## src/rtl/errstat_pkg.sv

```systemverilog
package errstat_pkg;
  localparam int REG_W = 32;

  // bit positions decoded by software
  localparam int P_NOINIT    = 0;
  localparam int P_READY     = 1;
  localparam int P_UNRECOV   = 2;
  localparam int P_PW_PEND   = 4;
  localparam int P_IERR      = 8;
  localparam int P_IERR_SEEN = 9;
  localparam int P_IRETRY    = 10;
  localparam int P_OERR      = 16;
  localparam int P_OERR_SEEN = 17;
  localparam int P_ORETRY    = 18;
  localparam int P_ORTY_FLAG = 19;
  localparam int P_ORTY_EVER = 20;
  localparam int P_DEGR      = 24;
  localparam int P_FAIL      = 25;
  localparam int P_DROP      = 26;

  localparam int N_STICKY = 4;

  typedef struct packed {
    logic ready;
    logic unrecov;
    logic pw_pend;
    logic ierr;
    logic iretry;
    logic oerr;
    logic oretry;
    logic drop;
  } live_t;

  localparam logic [REG_W-1:0] USED_MASK =
    (REG_W'(1) << P_NOINIT)    | (REG_W'(1) << P_READY)     |
    (REG_W'(1) << P_UNRECOV)   | (REG_W'(1) << P_PW_PEND)   |
    (REG_W'(1) << P_IERR)      | (REG_W'(1) << P_IERR_SEEN) |
    (REG_W'(1) << P_IRETRY)    | (REG_W'(1) << P_OERR)      |
    (REG_W'(1) << P_OERR_SEEN) | (REG_W'(1) << P_ORETRY)    |
    (REG_W'(1) << P_ORTY_FLAG) | (REG_W'(1) << P_ORTY_EVER) |
    (REG_W'(1) << P_DEGR)      | (REG_W'(1) << P_FAIL)      |
    (REG_W'(1) << P_DROP);
endpackage

```

## src/rtl/errstat_sticky.sv

```systemverilog
module errstat_sticky (
  input  logic clk,
  input  logic rst,
  input  logic set_i,
  input  logic clr_i,
  output logic q_o
);
  always_ff @(posedge clk) begin
    if (rst)        q_o <= 1'b0;
    else if (set_i) q_o <= 1'b1;
    else if (clr_i) q_o <= 1'b0;
  end


  set_wins_chk: assert property (@(posedge clk) disable iff (rst)
    set_i |=> q_o);

  hold_chk: assert property (@(posedge clk) disable iff (rst)
    (q_o && !clr_i) |=> q_o);
endmodule

```

## src/rtl/errstat_thresh.sv

```systemverilog
module errstat_thresh #(
  parameter int CNT_W = 8
) (
  input  logic             clk,
  input  logic             rst,
  input  logic [CNT_W-1:0] cnt_i,
  input  logic [CNT_W-1:0] thr_i,
  output logic             hit_o
);
  always_ff @(posedge clk) begin
    if (rst) hit_o <= 1'b0;
    else     hit_o <= (cnt_i >= thr_i);
  end


  reach_chk: assert property (@(posedge clk) disable iff (rst)
    (cnt_i >= thr_i) |=> hit_o);

  below_chk: assert property (@(posedge clk) disable iff (rst)
    (cnt_i < thr_i) |=> !hit_o);
endmodule

```

## src/rtl/link_port_errstat.sv

```systemverilog
module link_port_errstat
  import errstat_pkg::*;
#(
  parameter int              ADDR_W   = 12,
  parameter int              CNT_W    = 8,
  parameter logic [ADDR_W-1:0] REG_OFFS = ADDR_W'('h158)
) (
  input  logic             clk,
  input  logic             rst,
  input  logic [ADDR_W-1:0] bus_addr,
  input  logic             bus_wr,
  input  logic [31:0]      bus_wdata,
  output logic [31:0]      bus_rdata,
  input  logic             lnk_ok,
  input  logic             lnk_unrecov,
  input  logic             lnk_pw_pend,
  input  logic             lnk_in_err_stop,
  input  logic             lnk_in_retry_stop,
  input  logic             lnk_out_err_stop,
  input  logic             lnk_out_retry_stop,
  input  logic             lnk_pkt_drop,
  input  logic [CNT_W-1:0] degr_cnt,
  input  logic [CNT_W-1:0] degr_thr,
  input  logic [CNT_W-1:0] fail_cnt,
  input  logic [CNT_W-1:0] fail_thr
);
  localparam int STK_POS [N_STICKY] = '{P_IERR_SEEN, P_OERR_SEEN, P_ORTY_FLAG, P_ORTY_EVER};
  localparam bit STK_CLR [N_STICKY] = '{1'b1, 1'b1, 1'b1, 1'b0};

  live_t             live_q;
  logic              noinit_q;
  logic              degr_hit, fail_hit;
  logic [N_STICKY-1:0] stk_set, stk_clr, stk_q;
  logic              addr_hit, wr_hit;
  logic [REG_W-1:0]  word;

  assign addr_hit = (bus_addr == REG_OFFS);
  assign wr_hit   = bus_wr && addr_hit;

  // live, hardware-owned bits
  always_ff @(posedge clk) begin
    if (rst) begin
      live_q   <= '0;
      noinit_q <= 1'b1;
    end else begin
      noinit_q       <= !lnk_ok;
      live_q.ready   <= lnk_ok;
      live_q.unrecov <= lnk_unrecov;
      live_q.pw_pend <= lnk_pw_pend;
      live_q.ierr    <= lnk_in_err_stop;
      live_q.iretry  <= lnk_in_retry_stop;
      live_q.oerr    <= lnk_out_err_stop;
      live_q.oretry  <= lnk_out_retry_stop;
      live_q.drop    <= lnk_pkt_drop;
    end
  end

  assign stk_set = {lnk_out_retry_stop, lnk_out_retry_stop, lnk_out_err_stop, lnk_in_err_stop};

  for (genvar k = 0; k < N_STICKY; k++) begin : g_stk
    if (STK_CLR[k]) begin : g_w1c
      assign stk_clr[k] = wr_hit && (|(bus_wdata & (32'b1 << STK_POS[k])));
    end else begin : g_keep
      assign stk_clr[k] = 1'b0;
    end
    errstat_sticky i_stk (
      .clk   (clk),
      .rst   (rst),
      .set_i (stk_set[k]),
      .clr_i (stk_clr[k]),
      .q_o   (stk_q[k])
    );
  end

  errstat_thresh #(.CNT_W(CNT_W)) i_degr (
    .clk(clk), .rst(rst), .cnt_i(degr_cnt), .thr_i(degr_thr), .hit_o(degr_hit));
  errstat_thresh #(.CNT_W(CNT_W)) i_fail (
    .clk(clk), .rst(rst), .cnt_i(fail_cnt), .thr_i(fail_thr), .hit_o(fail_hit));

  always_comb begin
    word              = '0;
    word[P_NOINIT]    = noinit_q;
    word[P_READY]     = live_q.ready;
    word[P_UNRECOV]   = live_q.unrecov;
    word[P_PW_PEND]   = live_q.pw_pend;
    word[P_IERR]      = live_q.ierr;
    word[P_IRETRY]    = live_q.iretry;
    word[P_OERR]      = live_q.oerr;
    word[P_ORETRY]    = live_q.oretry;
    word[P_DROP]      = live_q.drop;
    word[P_DEGR]      = degr_hit;
    word[P_FAIL]      = fail_hit;
    for (int k = 0; k < N_STICKY; k++) word[STK_POS[k]] = stk_q[k];
  end

  always_ff @(posedge clk) begin
    if (rst)           bus_rdata <= '0;
    else if (addr_hit) bus_rdata <= word;
    else               bus_rdata <= '0;
  end


  state_onehot_chk: assert property (@(posedge clk) disable iff (rst)
    $countones(word[1:0]) == 1);

  ierr_follow_chk: assert property (@(posedge clk) disable iff (rst)
    lnk_in_err_stop |=> word[P_IERR]);

  ever_keep_chk: assert property (@(posedge clk) disable iff (rst)
    word[P_ORTY_EVER] |=> word[P_ORTY_EVER]);

  rsvd_zero_chk: assert property (@(posedge clk) disable iff (rst)
    (bus_rdata & ~USED_MASK) == '0);

  other_addr_chk: assert property (@(posedge clk) disable iff (rst)
    !addr_hit |=> bus_rdata == '0);
endmodule

```

## config.mk

```make
export PLATFORM = sky130hd
export DESIGN_NAME = link_port_errstat
export DESIGN_NICKNAME = d
export VERILOG_FILES = /design/src/rtl/errstat_pkg.sv /design/src/rtl/errstat_sticky.sv /design/src/rtl/errstat_thresh.sv /design/src/rtl/link_port_errstat.sv
export SDC_FILE = /design/constraint.sdc
export NUM_CORES = 1
export LEC_CHECK = 0
export ABC_AREA = 1
export BUFFER_PORTS_ARGS = -buffer_cell sky130_fd_sc_hd__clkbuf_2
export CAP_MARGIN = 20
export CORE_MARGIN = 5
export CORE_UTILIZATION = 33
export CTS_BUF_LIST = sky130_fd_sc_hd__clkbuf_4
export CTS_CLUSTER_SIZE = 25
export DETAILED_ROUTE_END_ITERATION = 10
export GPL_TIMING_DRIVEN = 0
export PLACE_DENSITY_LB_ADDON = 0.05
export SLEW_MARGIN = 30
export SYNTH_ARGS = -nofsm -noshare
export SYNTH_HDL_FRONTEND = slang
export SYNTH_SLANG_ARGS = --single-unit
```

## constraint.sdc

```tcl
create_clock -name clk -period 2.1 [get_ports clk]
set_input_delay 0 -clock clk [delete_from_list [all_inputs] [get_ports clk]]
set_output_delay 0 -clock clk [all_outputs]
set_load 0.01 [all_outputs]
```

==> flow_summary.ini <==
[route]
routed_wl_um = 2990
wire_per_inst_um = 7.99
first_pass_iters = 4
drtAntennaViolNets = 0
drt_iter0_drc = 16
drt-vias-per-instance = 3.59
drc = 0
num_vias = 1343

[setup_path]
r2r_cells = 3
crit_type = primary input to flop
r2r-end = bus_rdata[19]$_SDFF_PP0_
worstPathRequired_ns = 2.33
critPathCaptureType = flop
r2r_setup_slack_ns = 1.40
crit_arrival_ns = 1.40
startpoint_type = primary input
crit_path_cell_trace = dlygate4sd3_1, clkbuf_2, nand4_1, dlygate4sd3_1, nand2_1, nand2_1
max_stage_delay_ns = 0.58
crit_path_max_fanout = 1
crit_slowest_cell = dlygate4sd3_1
r2r_start = g_stk[2].i_stk.q_o$_SDFFE_PP0P_

[logic_synthesis]
ys_types = 21
syn_inst = 196
synth_area_per_cell_um2 = 8.20
yosys-top-cells-area = dfxtp_1 37%, ha_1 12%, inv_1 12%
ys_seq_elements = 30
synth_top_cell_by_area = dfxtp_1
ys_seq_area_share_pct = 37.4
synth_top_area_share_pct = 37.4
yosysWarningCount = 0
syn_area_um2 = 1610

[timing]
rsz0062_at_grt = no
fin_setup_tns_ns = 0
period_needed_ns = 1.17
drv_slew = 0
clock.fmax_mhz = 853
whs_ns = 0.0768
setup_viol = 0
finalCritPeriodShare_pct = 55.9
finalHoldViolCount = 0
fin_skew_ns = 0.00646

[clocking]
clk_pin_slew_ns = 0.09
clock_latency_ns = 0.32
cts_buffers = 5
cts_tree = built
h-tree-depth = 2
clkSinkCount = 30
clockRootBuffer = clkbuf_4
cts_resized = 0
clock_path_buffers = 2

[place]
port_buffers = 72
gp_congestion = 0.680
dp_hpwl_um = 2480

[floorplanning]
rows = 25
die_width_um = 79.8
die-area_um2 = 6370
ios = 119
initial_core_util_pct = 34.0
coreArea_um2 = 4720
die_h_um = 79.8

[pwr]
netSwitchingPower_uw = 293
leakage_nw = 1.36
finalPower_mw = 1.28
pwr-share-clk_pct = 36.2
pwr-share-comb_pct = 17.4
pwr-share-seq_pct = 46.3
p_per_area_nw_per_um2 = 545
p_int_uw = 984
ir_drop_v = 0.000199
switching_share_pct = 23.0

[grt]
grt_max_degree = 11
grt.total_usage_pct = 10.3
grt_pass1_wl_um = 5100
antenna_found_initial = 0
grt_pass1_vias = 1277
grt_overflow_total = 0

[job]
drv_cap = 0

[worst_hold_path]
hold_start = bus_addr[5]
worstHoldEndpoint = bus_rdata[25]$_SDFF_PP0_
whs_path_depth = 6
worstHoldPathType = primary input to flop

[layout]
n_antenna_cell = 0
fillCellCount = 472
layout_common_cells = 72 x clkbuf_2, 52 x inv_1, 30 x dfxtp_1
syn_to_final_growth_pct = 45.8
drive_gt1_share_pct = 38.1
final_common_cell = clkbuf_2
final_nets = 409

[outcome]
status = finished clean
what timing repair did:
item                       CTS  global route
setup endpoints to repair    0             0
hold endpoints to repair    13             0
buffers inserted             0             0
hold buffers                15             0
final cells by class:
cell class	instances	area, um2	share of cell area, %
plain buffers	19	151	6.46
clock buffers	7	52.6	2.24
clock inverters	1	30.0	1.28
inverters	52	195	8.32
multi-input cells	111	721	30.7
flip-flops and latches	30	601	25.6
well taps	67	83.8	3.58
repair buffers	87	510	21.8
worst max-delay path by stage:
stage                       start                               to  cells past startpoint
global placement     bus_addr[11]         bus_rdata[17]$_SDFF_PP0_                      6
floorplan            bus_addr[11]         bus_rdata[17]$_SDFF_PP0_                      5
detailed placement   bus_addr[11]          bus_rdata[0]$_SDFF_PP0_                      6
CTS                  bus_wdata[9]  g_stk[0].i_stk.q_o$_SDFFE_PP0P_                      6
global route        bus_wdata[17]  g_stk[1].i_stk.q_o$_SDFFE_PP0P_                      6
finish              bus_wdata[17]  g_stk[1].i_stk.q_o$_SDFFE_PP0P_                      6
power by group through the flow:
stage	combinational (mW)	sequential, mW	clock (mW)
after floorplan	0.137	0.605	0
after global placement	0.205	0.605	0
after detailed placement	0.206	0.605	0
after CTS	0.225	0.592	0.482
after global routing	0.262	0.594	0.506
final	0.223	0.592	0.463
state kept, by name, indices dropped and copies added (netlist names):
signal / count
bus_rdata: 15
i_degr.hit_o: 1
live_q: 8
i_fail.hit_o: 1
noinit_q: 1
g_stk.i_stk.q_o: 4
metrics by stage:
step	util (%)	instances	setup WS, ns	area, um2
finish	49.6	374	0.927	2340
global route	49.6	374	0.895	2340
CTS	49.6	374	0.986	2340
detailed placement	44.7	351	1.19	2110
global placement	44.7	351	1.18	2110
floorplan	-	212	1.33	1670
critical path, delay by kind of cell:
kind / cells / cell delay [ns]
buf+inv: 3 / 1.22
simple gates: 3 / 0.19
layer usage:
metal	track usage (%)	vias to the layer above	share of wire (%)
li1	-	759	-
met1	11.3	524	42
met2	16.9	56	46
met3	3.61	4	10
met4	6.08	0	1.5
met5	0	-	0
cell families after synthesis:
group                    after synthesis  share of synthesized area [%]
AND/OR/NAND/NOR                       68                           25.0
AO/OA/AOI/OAI                         10                           3.42
adder cells (fa/ha/maj)               16                           12.5
other                                  1                          0.233
flip-flops                            30                           37.4
buffers and inverters                 71                           21.6
synth_stat cells (all sizes together):
master / n
and3: 1
clkbuf: 1
o21a: 2
ha: 16
nand3: 3
nand2: 29
or2: 1
inv: 52
dfxtp: 30
conb: 1
nor2: 31
buf: 18
nand4: 3
a21oi: 8
(Power assumes the default switching activity.)
